[src/rtl/ps2h_pkg.sv]
package ps2h_pkg;
  typedef enum logic [2:0] {
    SEL_CTRL,
    SEL_STAT,
    SEL_DATA,
    SEL_DIV,
    SEL_IID,
    SEL_IDWIN,
    SEL_NONE
  } reg_sel_e;

  localparam logic [31:0] STAT_PENDING = 32'h0000_0010;
  localparam int unsigned FORCE_BIT = 3;
  localparam int unsigned RXIE_BIT  = 4;
endpackage

[src/rtl/ps2h_decode.sv]
module ps2h_decode
  import ps2h_pkg::*;
#(
  parameter int unsigned ADDR_W = 12
) (
  input  logic [ADDR_W-1:0] addr,
  output reg_sel_e          sel
);
  localparam int unsigned WORD_W = ADDR_W - 2;

  logic [WORD_W-1:0] word;
  logic              in_idwin;

  assign word     = addr[ADDR_W-1:2];
  assign in_idwin = &addr[ADDR_W-1:5];

  always_comb begin
    if (in_idwin) begin
      sel = SEL_IDWIN;
    end else begin
      case (word)
        WORD_W'(0): sel = SEL_CTRL;
        WORD_W'(1): sel = SEL_STAT;
        WORD_W'(2): sel = SEL_DATA;
        WORD_W'(3): sel = SEL_DIV;
        WORD_W'(4): sel = SEL_IID;
        default:    sel = SEL_NONE;
      endcase
    end
  end
endmodule

[src/rtl/ps2h_regfile.sv]
module ps2h_regfile
  import ps2h_pkg::*;
#(
  parameter int unsigned CTRL_W = 8,
  parameter int unsigned DIV_W  = 8
) (
  input  logic              clk,
  input  logic              rst_n,
  input  logic              wr_en,
  input  reg_sel_e          sel,
  input  logic [31:0]       wdata,
  output logic [CTRL_W-1:0] ctrl_d,
  output logic [CTRL_W-1:0] ctrl_q,
  output logic [DIV_W-1:0]  div_q,
  output logic              tx_valid,
  output logic [7:0]        tx_data
);
  logic              ctrl_en, div_en, tx_fire;
  logic [DIV_W-1:0]  div_d;
  logic [7:0]        txd_d;

  assign ctrl_en = wr_en && (sel == SEL_CTRL);
  assign div_en  = wr_en && (sel == SEL_DIV);
  assign tx_fire = wr_en && (sel == SEL_DATA);

  always_comb begin
    ctrl_d = ctrl_en ? wdata[CTRL_W-1:0] : ctrl_q;
    div_d  = div_en  ? wdata[DIV_W-1:0]  : div_q;
    txd_d  = tx_fire ? wdata[7:0]        : tx_data;
  end

  always_ff @(posedge clk or negedge rst_n) begin
    if (!rst_n) begin
      ctrl_q   <= '0;
      div_q    <= '0;
      tx_valid <= 1'b0;
      tx_data  <= '0;
    end else begin
      ctrl_q   <= ctrl_d;
      div_q    <= div_d;
      tx_valid <= tx_fire;
      tx_data  <= txd_d;
    end
  end
endmodule

[src/rtl/ps2h_rx_path.sv]
module ps2h_rx_path
  import ps2h_pkg::*;
(
  input  logic       clk,
  input  logic       rst_n,
  input  logic       rd_en,
  input  reg_sel_e   sel,
  input  logic       rx_valid,
  input  logic [7:0] rx_data,
  output logic       rx_ready,
  output logic [7:0] rd_byte
);
  logic [7:0] last_q, last_d;

  assign rx_ready = rd_en && (sel == SEL_DATA) && rx_valid;

  always_comb begin
    last_d  = rx_ready ? rx_data : last_q;
    rd_byte = last_d;
  end

  always_ff @(posedge clk or negedge rst_n) begin
    if (!rst_n) last_q <= '0;
    else        last_q <= last_d;
  end
endmodule

[src/rtl/ps2h_irq.sv]
module ps2h_irq
  import ps2h_pkg::*;
#(
  parameter int unsigned CTRL_W = 8
) (
  input  logic              clk,
  input  logic              rst_n,
  input  logic [CTRL_W-1:0] ctrl_d,
  input  logic              pending,
  output logic              irq
);
  logic irq_d;

  assign irq_d = ctrl_d[FORCE_BIT] | (ctrl_d[RXIE_BIT] & pending);

  always_ff @(posedge clk or negedge rst_n) begin
    if (!rst_n) irq <= 1'b0;
    else        irq <= irq_d;
  end
endmodule

[src/rtl/ps2_host_regs.sv]
module ps2_host_regs
  import ps2h_pkg::*;
#(
  parameter int unsigned ADDR_W = 12,
  parameter int unsigned CTRL_W = 8,
  parameter int unsigned DIV_W  = 8
) (
  input  logic              clk,
  input  logic              rst_n,
  input  logic              bus_en,
  input  logic              bus_wr,
  input  logic [ADDR_W-1:0] bus_addr,
  input  logic [31:0]       bus_wdata,
  output logic [31:0]       bus_rdata,
  input  logic              rx_valid,
  input  logic [7:0]        rx_data,
  output logic              rx_ready,
  output logic              tx_valid,
  output logic [7:0]        tx_data,
  output logic              irq
);
  reg_sel_e          sel;
  logic              wr_en, rd_en;
  logic [CTRL_W-1:0] ctrl_d, ctrl_q;
  logic [DIV_W-1:0]  div_q;
  logic [7:0]        rd_byte;
  logic [31:0]       rdata_d;

  assign wr_en = bus_en &  bus_wr;
  assign rd_en = bus_en & ~bus_wr;

  ps2h_decode #(.ADDR_W(ADDR_W)) u_dec (.addr(bus_addr), .sel(sel));

  ps2h_regfile #(.CTRL_W(CTRL_W), .DIV_W(DIV_W)) u_regs (
    .clk, .rst_n, .wr_en, .sel, .wdata(bus_wdata),
    .ctrl_d, .ctrl_q, .div_q, .tx_valid, .tx_data
  );

  ps2h_rx_path u_rx (
    .clk, .rst_n, .rd_en, .sel, .rx_valid, .rx_data, .rx_ready, .rd_byte
  );

  ps2h_irq #(.CTRL_W(CTRL_W)) u_irq (
    .clk, .rst_n, .ctrl_d, .pending(rx_valid), .irq
  );

  always_comb begin
    rdata_d = bus_rdata;
    if (rd_en) begin
      case (sel)
        SEL_CTRL: rdata_d = 32'(ctrl_q);
        SEL_STAT: rdata_d = rx_valid ? STAT_PENDING : 32'd0;
        SEL_DATA: rdata_d = 32'(rd_byte);
        SEL_DIV:  rdata_d = 32'(div_q);
        SEL_IID:  rdata_d = {30'd0, 1'b1, rx_valid};
        default:  rdata_d = 32'd0;
      endcase
    end
  end

  always_ff @(posedge clk or negedge rst_n) begin
    if (!rst_n) bus_rdata <= '0;
    else        bus_rdata <= rdata_d;
  end
endmodule

[config.mk]
export PLATFORM = sky130hd
export DESIGN_NAME = ps2_host_regs
export DESIGN_NICKNAME = d
export VERILOG_FILES = /design/src/rtl/ps2h_pkg.sv /design/src/rtl/ps2h_decode.sv /design/src/rtl/ps2h_regfile.sv /design/src/rtl/ps2h_rx_path.sv /design/src/rtl/ps2h_irq.sv /design/src/rtl/ps2_host_regs.sv
export SDC_FILE = /design/constraint.sdc
export NUM_CORES = 1
export LEC_CHECK = 0
export CORE_ASPECT_RATIO = 0.5
export CORE_UTILIZATION = 31
export DETAILED_ROUTE_END_ITERATION = 10
export SLEW_MARGIN = 5
export SYNTH_ARGS = -nofsm -noshare
export SYNTH_HDL_FRONTEND = slang
export SYNTH_SLANG_ARGS = --single-unit
[constraint.sdc]
create_clock -name clk -period 3.2 [get_ports clk]
set_input_delay 0.32 -clock clk [delete_from_list [all_inputs] [get_ports clk]]
set_output_delay 0.32 -clock clk [all_outputs]
set_load 0.02 [all_outputs]
==> results.yml, run 1 <==
global_routing:
  first_pass_grt_wire_length_um: 7030
  gr-max-usage-layer: "met2"
  globalRouteTotalUtil_pct: 12.4
  global_route.usage.met2_pct: 20.4
  initial_antenna_violation_count: 0
  groute.layer.met1.usage_pct: 16.9
  global_route.usage.met3_pct: 2.50
  grt_max_degree: 43
  first_global_vias: 1474
  overflow: 0
floorplan:
  fp-row-count: 21
  design.portCount: 100
  floorplan.core_area_um2: 6700
  initial_core_util_pct: 32.3
  die_width_um: 120
  die_y_um: 61.1
  die_area_um2: 7330
detailed_routing:
  drc: 0
  detail-route-antenna-nets: 0
  routed_wirelength_um: 4310
  wl_per_cell_um: 13.4
  routed-via-count: 1517
  vias_per_cell: 4.71
  first_pass_iters: 6
  drt-initial-drc-count: 76
placement:
  gpl.final_weighted_congestion: 0.775
  port_buffers: 49
  detailed_place_hpwl_um: 3220
  dpl-instance-area_um2: 2660
synthesis:
  synth.avg_cell_area_um2: 12.2
  syn-cell-area_um2: 2160
  synth_top_cells_by_count: "42 x dfrtp_1, 24 x buf_4, 24 x mux2_2"
  synth_enable_flop_cells: 0
  async_reset_ff_share_pct: 100
  post_synth_inst_count: 177
  synth_cell_types: 35
  synth_top_cells_by_area: "dfrtp_1 49%, mux2_2 12%, buf_4 8.3%"
  ys_seq_area_share_pct: 48.6
  ys.flop_type: "dfrtp_1"
  ys_ff_latch: 42
  yosysWarningCount: 0
  most_repeated_cell_in_the_gate_level_netlist_after_synthesis: "dfrtp_1"
  synth_top_cell_by_area: "dfrtp_1"
  synth.top_cell.area_share_pct: 48.6
timing:
  layout_min_cycle_time_ns: 2.51
  grt_setup_unrepaired: "false"
  final_max_slew_viol_count: 0
  timing.hold.ws_ns: 0.181
  finalClockSkew_ns: 0.00147
  setup_tns_ns: 0
  max_freq_mhz: 398
  period_share_pct: 78.5
  finalHoldViolations: 0
  report.final.setup_viol: 0
  transition_time_at_the_pin_with_the_least_slew_margin_ns: 0.930
  max-slew-margin-rel_pct: 38.0
worst_setup_path:
  worstSetupEndpointType: "output pin"
  regToRegEndpoint: "bus_rdata[0]"
  cp_max_fo: 7
  timing.critical_path.required_ns: 2.88
  ff2ff_setup_slack_ns: 2.18
  critPathLaunchType: "primary input"
  critical_path_arrival_ns: 2.19
  crit_type: "primary input to output pin"
  worst_r2r_path_depth: 4
  r2r-start: "u_regs.ctrl_q[0]"
clocking:
  cts-buffers-inserted: 5
  clkSlewWorstSetupHoldPaths_ns: 0.06
  worstSkewPairLatency_ns: 0.28
  cell_chosen_for_the_clock_root: "clkbuf_16"
  cts_hold_repair.buffers: 0
  cts-htree-levels: 2
  tritoncts: "yes"
  ctsResizeCount: 0
  clock_sink_count: 42
  cts_setup_buffers: 0
  cts-root-to-sink-buffers: 2
pwr:
  p_leak_nw: 1.35
  power_density_nw_per_um2: 428
  p_total_w: 0.00120
  vdd_drop_max_mv: 0.203
final_layout:
  n_antenna_cell: 0
  area.growth.synth_to_final_pct: 30.0
  fin_area_um2: 2810
  finish.net_count: 286
  fin_util_pct: 42.0
  layout-drive-gt1-share_pct: 20.9
worst_hold_path:
  hold_class: "primary input to asynchronous set/reset pin"
run:
  drv.max_cap_violation_count: 0
status:
  run_status: "finished clean"
==> report_power, final <==
part	internal [W]	total [W]	switching, W
clock	0.000309	0.000507	0.000198
sequential	0.000541	0.000547	0.00000593
combinational	0.0000641	0.000150	0.0000854
==> registers in the layout (all words and copies together), names as in the netlist <==
signal / flops
u_rx.last_q: 8
u_irq.irq: 1
u_regs.div_q: 8
u_regs.tx_valid: 1
u_regs.ctrl_q: 8
bus_rdata: 8
u_regs.tx_data: 8
==> worst max-delay path by stage <==
stage | from | to | slack (ns)
after floorplan | bus_en | u_rx.last_q[0] | 1.32
after global placement | bus_addr[5] | u_regs.tx_data[3] | 0.55
after detailed placement | bus_addr[5] | u_regs.tx_data[6] | 0.54
after CTS | bus_en | rx_ready | 0.68
after global routing | bus_en | rx_ready | 0.57
final | bus_en | rx_ready | 0.69
==> metrics by stage <==
step / cells / setup WS (ns)
after floorplan: 200 / 1.32
after detailed placement: 314 / 0.539
final: 322 / 0.689
after CTS: 322 / 0.675
after global placement: 314 / 0.551
after global routing: 322 / 0.574
==> layout by cell type, fill, tap and decap left out, types with 2 or more instances in the layout <==
cell,count
buf_4,3
conb_1,24
nand3_1,2
o22ai_1,6
dfrtp_1,42
clkbuf_16,5
and2_1,2
mux2_4,8
a21oi_1,8
clkdlybuf4s50_1,48
nor3_1,2
nor2_1,9
nand2b_1,2
mux2i_1,10
o2bb2ai_1,2
o21ai_0,2
a32oi_1,2
or4_1,4
nand4_1,3
mux2_2,24
a22o_1,5
==> cells by family (layout without fill, tap and decap cells) <==
group                  Yosys count  in the layout  synth area share, %
AOI/OAI and AO/OA               28             28                 8.80
other                            1             24                0.173
DFF                             42             42                 48.6
muxes                           42             42                 22.7
buffers and inverters           31             61                 9.95
and+or+nand+nor                 33             33                 9.78
==> critical path: stages <==
cell	delay [ns]
clkdlybuf4s50_1	0.54
nor2b_1	0.16
buf_4	0.16
o2111ai_1	0.19
nor3_4	0.18
clkdlybuf4s50_1	0.63
==> layer usage <==
metal  share of wire, %  vias to the layer above
li1                   -                      704
met1                 47                      753
met2                 48                       54
met3                3.5                        6
met4                1.3                        0
met5                  0                        -
==> final cells by class <==
cell class | instances | area (µm²)
clock buffer | 6 | 139
clock inverter | 2 | 12.5
fill | 632 | 3890
inverter | 1 | 3.75
multi-input combinational | 127 | 982
sequential | 42 | 1050
tap | 92 | 115
timing repair buffer | 52 | 508
(Power assumes the default switching activity.)
==> run 2: changes to the inputs <==
--- a/config.mk
+++ b/config.mk
@@ -8,6 +8,7 @@
 export CORE_ASPECT_RATIO = 0.5
 export CORE_UTILIZATION = 31
 export DETAILED_ROUTE_END_ITERATION = 10
+export PLACE_DENSITY = 0.65
 export SLEW_MARGIN = 5
 export SYNTH_ARGS = -nofsm -noshare
 export SYNTH_HDL_FRONTEND = slang
==> constraint.sdc (replaced) <==
create_clock -name clk -period 2.1 [get_ports clk]
set_input_delay 0.21 -clock clk [delete_from_list [all_inputs] [get_ports clk]]
set_output_delay 0.21 -clock clk [all_outputs]
set_load 0.02 [all_outputs]
==> run 2 against run 1 <==
Utilization up 2.2 points. Setup slack got worse by 0.59 ns. Clock-buffer cell count down 1. Cell area rose by 5.2%. Clock skew increased by 0.0042 ns. Die area unchanged. Highest routed layer unchanged.
==> results.yml, run 2 (synthesized netlist as in run 1, its figures left out) <==
worst_setup_path:
  critPathTopFamily: "simple AND/OR/NAND/NOR gates"
  critical_path_arrival_ns: 2.17
  path_cells: "clkdlybuf4s50_1 -> nor4_4 -> nand2_2 -> or4_1 -> buf_4 -> mux2_4"
  critPathBufInv: 2
  worstSetupEndpointType: "flip-flop"
  cp_max_fo: 8
  worst_r2r_path_depth: 4
  cpPeakStageDelay_ns: 0.51
  timing.critical_path.required_ns: 2.27
  slowest_stage: "or4_1"
  critPathLaunchType: "primary input"
  worstSetupPathDepth: 6
  crit_type: "primary input to flip-flop"
timing:
  setup_tns_ns: 0
  layout_min_cycle_time_ns: 2.00
  grt_setup_unrepaired: "false"
  finalHoldViolations: 0
  finalClockSkew_ns: 0.00570
  timing.hold.ws_ns: 0.364
  final_max_slew_viol_count: 0
  max_freq_mhz: 500
  period_share_pct: 95.2
  report.final.setup_viol: 0
detailed_routing:
  drt-initial-drc-count: 57
  dr_wl_met3_um: 118
  first_pass_iters: 4
  wl_met1_um: 2010
  routed_wirelength_um: 4530
  vias_per_cell: 4.62
  drc: 0
  wl_per_cell_um: 13.3
  dr_wl_met2_um: 2340
  highest_layer: "met4"
  routed-via-count: 1577
  detail-route-antenna-nets: 0
floorplan:
  initial_core_util_pct: 32.3
  floorplan.core_area_um2: 6700
  design.portCount: 100
  die_width_um: 120
  die_y_um: 61.1
  fp-row-count: 21
  die_area_um2: 7330
global_routing:
  globalRouteTotalUtil_pct: 13.1
  first_pass_grt_wire_length_um: 7430
  grt_max_degree: 28
  first_global_vias: 1574
  initial_antenna_violation_count: 0
  overflow: 0
pwr:
  share_seq_of_total_power_pct: 45.1
  vdd_drop_max_mv: 0.319
  comb_power_share_pct: 13.4
  power_density_nw_per_um2: 625
  cell_internal_pwr_w: 0.00138
  p_leak_nw: 1.44
  sw_frac_of_total_pct: 25.3
  switchingPower_w: 0.000467
  clock_power_share_pct: 41.5
final_layout:
  n_antenna_cell: 0
  mostFrequentLayoutCell: "clkdlybuf4s50_1"
  fin_area_um2: 2960
  layout-drive-gt1-share_pct: 26.9
  layout_common_cells: "47 x clkdlybuf4s50_1, 42 x dfrtp_1, 24 x mux2_2, 24 x conb_1, 21 x buf_4"
  area.growth.synth_to_final_pct: 36.7
  finish.net_count: 305
  fin_util_pct: 44.1
clocking:
  worstSkewPairLatency_ns: 0.28
  clkSlewWorstSetupHoldPaths_ns: 0.07
  cts_setup_buffers: 0
  clock_sink_count: 42
  cts-root-to-sink-buffers: 2
  cell_chosen_for_the_clock_root: "clkbuf_16"
  cts-buffers-inserted: 5
  cts-htree-levels: 2
  tritoncts: "yes"
placement:
  port_buffers: 49
  dpl-instance-area_um2: 2800
  detailed_place_hpwl_um: 3630
  gpl.final_weighted_congestion: 0.842
worst_hold_path:
  hold_class: "primary input to asynchronous set/reset pin"
run:
  drv.max_cap_violation_count: 0
status:
  run_status: "finished clean"
[run 2: per-stage QoR]
step | instances | power (W) | setup WS [ns]
after floorplan | 200 | 0.000986 | 0.327
final | 341 | 0.00185 | 0.102
after global placement | 332 | 0.00109 | -0.187
after global routing | 341 | 0.00193 | 0.0587
after detailed placement | 332 | 0.00110 | -0.208
after CTS | 341 | 0.00186 | 0.0929
[run 2: timing repair]
item                                   CTS  global route
gates cloned                             0             0
gates resized for setup                  1             1
endpoints found under the hold margin   15             0
hold buffers                             1             0
setup endpoints to repair                1             1
[run 2: layout make-up]
type | count | area [µm²]
Tap cell | 92 | 115
Fill cell | 598 | 3740
Clock buffer | 5 | 125
Inverter | 1 | 3.75
Multi-Input combinational cell | 127 | 986
Clock inverter | 3 | 23.8
Sequential cell | 42 | 1050
Timing Repair Buffer | 71 | 652
[run 2: final timing paths]
path	startpoint	endpoint	slack, ns
max	bus_addr[5]	u_regs.tx_data[3]	0.10
min	rst_n	u_regs.tx_data[3]	0.36
max reg2reg	u_regs.ctrl_q[0]	bus_rdata[0]	1.10
min in group clk	u_regs.ctrl_q[0]	u_regs.ctrl_q[0]	0.50
max in group asynchronous	rst_n	bus_rdata[4]	1.07
min reg2reg	u_regs.ctrl_q[0]	u_regs.ctrl_q[0]	0.50
[run 2: routing by layer]
metal	vias to the layer above	global-route usage, %
met4	0	4.29
met5	-	0
met3	7	2.78
met1	787	16.1
met2	34	23.9
li1	749	-
[run 2: power groups by stage]
stage	Sequential [W]	Clock [W]	Combinational [W]
after floorplan	0.000863	0	0.000122
after global placement	0.000848	0	0.000243
after detailed placement	0.000849	0	0.000248
after CTS	0.000834	0.000781	0.000250
after global routing	0.000835	0.000818	0.000272
final	0.000834	0.000767	0.000248
